===== src/rtl/dac_wr_pkg.sv =====
package dac_wr_pkg;
  typedef enum logic [2:0] {
    ST_IDLE,
    ST_ARM,
    ST_LEAD,
    ST_HI,
    ST_LO,
    ST_TAIL
  } wr_state_t;
endpackage


===== src/rtl/dac_wr_timer.sv =====
module dac_wr_timer #(
  parameter int CNT_W = 8
) (
  input  logic             clk,
  input  logic             rst,
  input  logic             load_i,
  input  logic [CNT_W-1:0] len_i,
  output logic             done_o
);
  logic [CNT_W-1:0] cnt;

  always_ff @(posedge clk) begin
    if (rst) begin
      cnt <= '0;
    end else if (load_i) begin
      cnt <= (len_i == '0) ? '0 : len_i - 1'b1;
    end else if (cnt != '0) begin
      cnt <= cnt - 1'b1;
    end
  end

  assign done_o = (cnt == '0);
endmodule


===== src/rtl/dac_wr_shift.sv =====
module dac_wr_shift #(
  parameter int W = 16
) (
  input  logic         clk,
  input  logic         rst,
  input  logic         load_i,
  input  logic [W-1:0] word_i,
  input  logic         shift_i,
  output logic         head_o,
  output logic         next_o
);
  logic [W-1:0] sr;

  always_ff @(posedge clk) begin
    if (rst) begin
      sr <= '0;
    end else if (load_i) begin
      sr <= word_i;
    end else if (shift_i) begin
      sr <= {sr[W-2:0], 1'b0};
    end
  end

  assign head_o = sr[W-1];
  assign next_o = sr[W-2];
endmodule


===== src/rtl/dac_frame_writer.sv =====
module dac_frame_writer
  import dac_wr_pkg::*;
#(
  parameter int CODE_W = 12,
  parameter int MODE_W = 2,
  parameter int PAD_W  = 2,
  parameter int CNT_W  = 8
) (
  input  logic              clk,
  input  logic              rst,
  input  logic              req_valid_i,
  input  logic [CODE_W-1:0] req_code_i,
  input  logic [MODE_W-1:0] req_mode_i,
  output logic              req_ready_o,
  input  logic [CNT_W-1:0]  half_cycles_i,
  input  logic [CNT_W-1:0]  gap_cycles_i,
  output logic              sclk_o,
  output logic              sel_n_o,
  output logic              sdo_o
);
  localparam int FRAME_W = PAD_W + MODE_W + CODE_W;
  localparam int BIT_W   = $clog2(FRAME_W + 1);
  localparam logic [BIT_W-1:0] LAST_FALL = BIT_W'(FRAME_W);

  wr_state_t        state;
  logic [CNT_W-1:0] h_q, g_q;
  logic [BIT_W-1:0] fall_cnt;

  logic             tmr_load, tmr_done;
  logic [CNT_W-1:0] tmr_len;
  logic             sh_load, sh_shift, sh_head, sh_next;
  logic             accept;

  assign accept = req_valid_i && req_ready_o;

  dac_wr_timer #(.CNT_W(CNT_W)) u_timer (
    .clk    (clk),
    .rst    (rst),
    .load_i (tmr_load),
    .len_i  (tmr_len),
    .done_o (tmr_done)
  );

  dac_wr_shift #(.W(FRAME_W)) u_shift (
    .clk     (clk),
    .rst     (rst),
    .load_i  (sh_load),
    .word_i  ({{PAD_W{1'b0}}, req_mode_i, req_code_i}),
    .shift_i (sh_shift),
    .head_o  (sh_head),
    .next_o  (sh_next)
  );

  always_comb begin
    tmr_load = 1'b0;
    tmr_len  = h_q;
    sh_load  = 1'b0;
    sh_shift = 1'b0;
    unique case (state)
      ST_IDLE: if (accept) begin
        tmr_load = 1'b1;
        tmr_len  = gap_cycles_i;
        sh_load  = 1'b1;
      end
      ST_ARM, ST_LEAD, ST_HI: tmr_load = tmr_done;
      ST_LO: if (tmr_done) begin
        tmr_load = 1'b1;
        if (fall_cnt == LAST_FALL) tmr_len = g_q;
        else sh_shift = 1'b1;
      end
      default: ;
    endcase
  end

  always_ff @(posedge clk) begin
    if (rst) begin
      state       <= ST_IDLE;
      req_ready_o <= 1'b1;
      sel_n_o     <= 1'b0;
      sclk_o      <= 1'b0;
      sdo_o       <= 1'b0;
      fall_cnt    <= '0;
      h_q         <= '0;
      g_q         <= '0;
    end else begin
      unique case (state)
        ST_IDLE: if (accept) begin
          req_ready_o <= 1'b0;
          sel_n_o     <= 1'b1;
          h_q         <= half_cycles_i;
          g_q         <= gap_cycles_i;
          fall_cnt    <= '0;
          state       <= ST_ARM;
        end
        ST_ARM: if (tmr_done) begin
          sel_n_o <= 1'b0;
          sdo_o   <= sh_head;
          state   <= ST_LEAD;
        end
        ST_LEAD: if (tmr_done) begin
          sclk_o <= 1'b1;
          state  <= ST_HI;
        end
        ST_HI: if (tmr_done) begin
          sclk_o   <= 1'b0;
          fall_cnt <= fall_cnt + 1'b1;
          state    <= ST_LO;
        end
        ST_LO: if (tmr_done) begin
          if (fall_cnt == LAST_FALL) begin
            sel_n_o <= 1'b1;
            sdo_o   <= 1'b0;
            state   <= ST_TAIL;
          end else begin
            sclk_o <= 1'b1;
            sdo_o  <= sh_next;
            state  <= ST_HI;
          end
        end
        ST_TAIL: if (tmr_done) begin
          sel_n_o     <= 1'b0;
          req_ready_o <= 1'b1;
          state       <= ST_IDLE;
        end
        default: state <= ST_IDLE;
      endcase
    end
  end

  // data held steady across a high clock phase
  a_r2_sdo_steady_high: assert property (@(posedge clk) disable iff (rst)
    (sclk_o && $past(sclk_o)) |-> $stable(sdo_o));

  // clock toggles only inside a frame
  a_r3_sclk_inside_frame: assert property (@(posedge clk) disable iff (rst)
    sclk_o |-> !sel_n_o);

  // closing select rise only after all falling edges
  a_r3_no_early_close: assert property (@(posedge clk) disable iff (rst)
    ($rose(sel_n_o) && !$past(req_ready_o)) |-> (fall_cnt == LAST_FALL));

  // idle line levels
  a_r6_idle_lines: assert property (@(posedge clk) disable iff (rst)
    req_ready_o |-> (!sel_n_o && !sclk_o && !sdo_o));

  // ready drops after a taken request
  a_r7_ready_drops: assert property (@(posedge clk) disable iff (rst)
    (req_valid_i && req_ready_o) |=> !req_ready_o);
endmodule


===== config.mk =====
export PLATFORM = sky130hd
export DESIGN_NAME = dac_frame_writer
export DESIGN_NICKNAME = d
export VERILOG_FILES = /design/src/rtl/dac_wr_pkg.sv /design/src/rtl/dac_wr_timer.sv /design/src/rtl/dac_wr_shift.sv /design/src/rtl/dac_frame_writer.sv
export SDC_FILE = /design/constraint.sdc
export NUM_CORES = 1
export LEC_CHECK = 0
export ABC_AREA = 1
export BUFFER_PORTS_ARGS = -buffer_cell sky130_fd_sc_hd__buf_2
export CAP_MARGIN = 20
export CORE_MARGIN = 10
export CORE_UTILIZATION = 52
export CTS_CLUSTER_DIAMETER = 30
export DETAILED_ROUTE_END_ITERATION = 8
export PLACE_DENSITY = 0.75
export SLEW_MARGIN = 20
export SYNTH_ARGS = -nofsm -noshare
export SYNTH_HDL_FRONTEND = slang
export SYNTH_HIERARCHICAL = 1
export SYNTH_SLANG_ARGS = --single-unit

===== constraint.sdc =====
create_clock -name clk -period 2.6 [get_ports clk]
set_input_delay 0.52 -clock clk [delete_from_list [all_inputs] [get_ports clk]]
set_output_delay 0.52 -clock clk [all_outputs]
set_load 0.01 [all_outputs]

; ---- Word-level counts from Yosys, hierarchy flattened
; Cells that the tools add are included.
[classes]
add_sub_neg = 3
n_eq_ne = 15
mux = 42
reduce_logical = 22
[op_table]
columns = op, count
row1 = $mux 8, 6
row2 = $mux 14, 2
row3 = $mux 3, 7
row4 = $pmux 3 s6, 1
row5 = $mux 1, 17
row6 = $logic_not 8->1, 2
row7 = $ne 2x2->1 const B, 8
row8 = $pmux 8 s2, 1
row9 = $sub 8x1->8 const B, 2
row10 = $mux 5, 2
row11 = $pmux 5 s2, 1
row12 = $reduce_and 5->1, 2
row13 = $reduce_bool 2->1, 5
row14 = $pmux 1 s3, 3
row15 = $reduce_and 3->1, 3
row16 = $reduce_bool 8->1, 1
row17 = $eq 3x2->1 const B, 2
row18 = $eq 3x3->1 const B, 2
row19 = $reduce_and 6->1, 1
row20 = $reduce_bool 3->1, 2
row21 = $add 5x1->5 const B, 1
row22 = $eq 5x5->1 const B, 1
row23 = $pmux 1 s2, 2
row24 = $reduce_or 2->1, 2
row25 = other kinds (6), 6
[totals]
register_bits = 52
wordCells = 93

; ---- Logic depth before layout (Yosys ltp)
[logic_depth]
ltp_word = 7
mapped_depth = 21
depth_no_buf = 20

; ---- By module
; The synthesis kept the hierarchy.
[by_module_without_submodules]
columns = mod, instances, cells_each, area_each_um2, seq_area_each_um2
row1 = dac_frame_writer, 1, 212, 1420.1, 560.5
row2 = dac_wr_shift, 1, 121, 799.5, 320.3
row3 = dac_wr_timer, 1, 142, 779.5, 160.2

; ---- Worst setup path after synthesis
; No wires, ideal clock.
[synth_timing]
path_kind = flip-flop to flip-flop
startpoint = register u_timer.cnt[0]
endpoint = register u_timer.cnt[2]
setup_time_ns = 0.111
arrival_ns = 2.379
t_required_ns = 2.489
slack_ns = 0.110
path_stages_with_launch = 22
period_less_slack_ns = 2.490
path_cell_list = dfxtp_1 -> inv_1 -> ha_1 -> nand3_1 -> nor2_2 -> nand2_1 -> inv_1 -> clkbuf_1 -> nand4_1 -> nand2_1 -> nand3_2 -> nand2_1 -> nand3_1 -> inv_1 -> ha_1 -> nand3_1 -> nor2_2 -> nor2_4 -> nand2_1 -> nand2_1 -> nand2_1 -> nor2_1
[synth_between]
elab_chain_len = 6
[synth_rtl]
columns = element, line_no
row1 = start: declaration, dac_wr_timer.sv:10  ; logic [CNT_W-1:0] cnt;
row2 = start signal: assignment, dac_wr_timer.sv:16  ; cnt <= (len_i == '0) ? '0 : len_i - 1'b1;
row3 = start signal: assignment, dac_wr_timer.sv:18  ; cnt <= cnt - 1'b1;
row4 = $logic_not 8->1 (*), dac_wr_timer.sv:22  ; assign done_o = (cnt == '0);
row5 = named net tmr_done, dac_frame_writer.sv:29  ; logic tmr_load, tmr_done;
row6 = $mux 8 (*), dac_frame_writer.sv:66  ; ST_LO: if (tmr_done) begin
row7 = $pmux 8 s2 (*), dac_frame_writer.sv:59  ; unique case (state)
row8 = named net tmr_len[0], dac_frame_writer.sv:30  ; logic [CNT_W-1:0] tmr_len;
row9 = $sub 8x1->8 / $logic_not 8->1 (equally long branches), dac_wr_timer.sv:16
row10 = $mux 8 (*), dac_wr_timer.sv:16
row11 = $mux 8 (*), dac_wr_timer.sv:15  ; end else if (load_i) begin
; Mark *: on every way through the listed nets, which the timed path passes. The rest lies on a longest branch. The select of a mux whose other input is x is not followed.
; A chain may end at the register's enable or synchronous reset.

; ---- Worst setup path after layout
[layout_timing]
startpoint = register u_timer.cnt[1]
endpoint = register u_timer.cnt[3]
; The elaborated chain is that of the path after synthesis.

==> qor.csv <==
metric,value,unit
drcViolationCount,0,
finalPower,4.034,mW
area_growth,13.64,%
synth_top_area_cell,dfxtp_1,
htree_levels,2,
yosysWarnings,6,
postRouteWirelength,7098,um
overflow,0,
coreArea,0.005540,mm2
pwr_density_cell,1184,mW/mm2
ys_ff_latch,52,
first_iter_violations,146,
synthFlopType,dfxtp_1,
place_hpwl,5146,um
clkTransAtPathRegs,0.10,ns
start_util,54.13,%
max_freq,409.3,MHz
irDropWorstVdd,0.4927,mV
worst_clock_skew,0.006467,ns
clock_path_buffers,2,
die_w,95.95,um
cts_buffers,5,
reg2reg_slack,0.16,ns
worstPathRequired,2.81,ns
synth-edff-count,0,
grt_max_degree,24,
hold_end,h_q[4]$_SDFFE_PP0N_,
finalCriticalPeriod,2.443,ns
dr.pass1.iters,4,
critPathKind,flop to flop,
wl_per_cell,12.05,um
cts_sinks,52,
drive_gt1_share,18.38,%
io_buffers,36,
gp_congestion,0.9148,
yosysSeqAreaShare,34.71,%
hold_path.class,input pin to flop,
clk_latency,0.31,ns
io_pins,37,
synthCells,475,
grt_usage,15.69,%
final-max-slew-violation-count,0,
worstRegToRegCells,20,
die_y,95.95,um
synth.distinct_cells,29,
ant_nets,0,
p_leak,1.720,nW
cts_tree,done,
hold_ws,0.4471,ns
async_flop_share,0,%
maxCapViolCount,0,
hold_viol,0,
yosys.area.top_type_share,34.71,%
via_per_inst,5.078,
critPathCaptureType,flop,
antenna_found_initial,0,
grt_pass1_vias,2738,
dpl_cell_area,0.003212,mm2
die_area,0.009205,mm2
worstHoldPathCells,3,
root_buffer,clkbuf_8,
hold_start,half_cycles_i[4],
r2r_start,u_timer/cnt[1]$_SDFFE_PP0P_,
synth.avg_cell_area,6.314,um2
r2r-end,u_timer/cnt[3]$_SDFFE_PP0P_,
status,completed,
path_max_fanout,6,
finalNetCount,554,
arrival,2.65,ns
grt_pass1_wl,11920,um
synth_area,0.002999,mm2
post-route-period-util,93.96,%
vias,2991,
finalInstanceArea,0.003408,mm2
final-setup-viol-count,0,
synth.area.top_cells,"dfxtp_1, nand2_1, nand3_1, inv_1, a21oi_1",
insertedDiodeCount,0,
cp-start-kind,flop,
fp-row-count,27,
-- kinds of logic after synthesis --
family                     count (synthesis)  share of synthesized area (%)
buffers and inverters                     76                          11.68
DFF                                       52                          34.71
AOI/OAI and AO/OA                         42                          7.301
and+or+nand+nor                          298                          43.81
xor gates and xnor gates                   1                         0.2921
other                                      1                         0.1250
adders and majority gates                  5                          2.086
-- routing by layer --
layer	track usage [%]	routed length [um]	up-vias
li1	-	-	1582
met1	19.34	3203	1328
met2	26.30	3375	72
met3	3.580	413	9
met4	5.405	106	0
met5	0	0	-
-- timing repair --
item	CTS	global route
setup endpoints to repair	4	8
gates resized for setup	1	19
setup buffers	0	3
cloned	0	1
hold buffers	0	0
pin swaps	0	4
-- registers in the layout, indices dropped and copies added (netlist names) --
signal,cells
h_q,8
fall_cnt,5
u_timer/cnt,8
sdo_o,1
sel_n_o,1
state,3
req_ready_o,1
g_q,8
sclk_o,1
u_shift/sr,16
-- worst max-delay path, stage by stage (launching register included) --
cell and delay, ns:
dfxtp_1 0.34, inv_2 0.09, ha_4 0.16, nand3_2 0.12, nor2_4 0.14, nand2_1 0.08
inv_1 0.07, nand4_1 0.13, nand2_2 0.15, nand3_4 0.11, nand2_1 0.10, nand3_2 0.12
inv_2 0.09, ha_1 0.16, nand3_1 0.10, nor2_2 0.14, nor2_4 0.06, nand2_1 0.07
nand2_1 0.05, nand2_1 0.05, nor2_1 0.03
-- worst max path at each step --
stage / cells after the start / slack (ns) / startpoint / end
2_1_floorplan: 21 / 0.11 / u_timer/cnt[0]$_SDFFE_PP0P_ / u_timer/cnt[2]$_SDFFE_PP0P_
3_3_place_gp: 20 / 0.07 / u_timer/cnt[1]$_SDFFE_PP0P_ / u_timer/cnt[3]$_SDFFE_PP0P_
3_5_place_dp: 20 / 0.02 / u_timer/cnt[1]$_SDFFE_PP0P_ / u_timer/cnt[3]$_SDFFE_PP0P_
4_1_cts: 15 / 0.03 / u_timer/cnt[1]$_SDFFE_PP0P_ / u_timer/cnt[2]$_SDFFE_PP0P_
5_1_grt: 20 / -0.04 / u_timer/cnt[0]$_SDFFE_PP0P_ / u_timer/cnt[3]$_SDFFE_PP0P_
6_report: 20 / 0.16 / u_timer/cnt[1]$_SDFFE_PP0P_ / u_timer/cnt[3]$_SDFFE_PP0P_
-- through the flow --
step	TNS, ns	util [%]	setup WS, ns	cells
floorplan	0	-	0.1096	476
global placement	0	57.97	0.07125	577
detailed placement	0	57.97	0.02101	577
CTS	0	59.76	0.02850	585
global route	-0.1177	61.52	-0.04070	589
finish	0	61.52	0.1570	589
-- synth_stat cells (5+ instances only) --
library cell / count
nor2_2: 6
ha_1: 5
nand3_1: 70
dfxtp_1: 52
nand2_2: 5
buf_6: 6
a21oi_1: 31
inv_2: 5
nor2_1: 28
o21ai_0: 6
nand2_1: 170
inv_1: 56
nand4_1: 7
-- report_power, final --
| group | switching (mW) | internal [mW] | total, mW |
|---|---|---|---|
| clock network | 0.288 | 0.194 | 0.481 |
| registers | 0.144 | 0.994 | 1.14 |
| logic | 1.56 | 0.858 | 2.41 |
| total | 1.99 | 2.05 | 4.03 |
-- cell usage in the layout (no fill, tap or decap), types with 2 or more instances in the layout --
| cell type | n |
|---|---|
| nor3_1 | 3 |
| o21ai_0 | 6 |
| nand3_1 | 65 |
| inv_2 | 10 |
| o21ai_1 | 2 |
| nor2_1 | 26 |
| buf_4 | 11 |
| nor2_4 | 6 |
| nand3_2 | 7 |
| nand2_2 | 6 |
| a21oi_1 | 31 |
| conb_1 | 2 |
| nand4_1 | 7 |
| buf_2 | 36 |
| nor2_2 | 5 |
| ha_1 | 4 |
| inv_1 | 51 |
| clkbuf_8 | 5 |
| nand2_1 | 169 |
| dfxtp_1 | 52 |
-- layout make-up --
class	count	area [um2]
tap	72	90.09
clock inverter	3	22.52
sequential	52	1041
inverter	61	229.0
fill	553	2132
timing repair buffer	47	262.8
multi-input combinational	349	1694
clock buffer	5	68.82
Power figures use the tool's default switching activity.
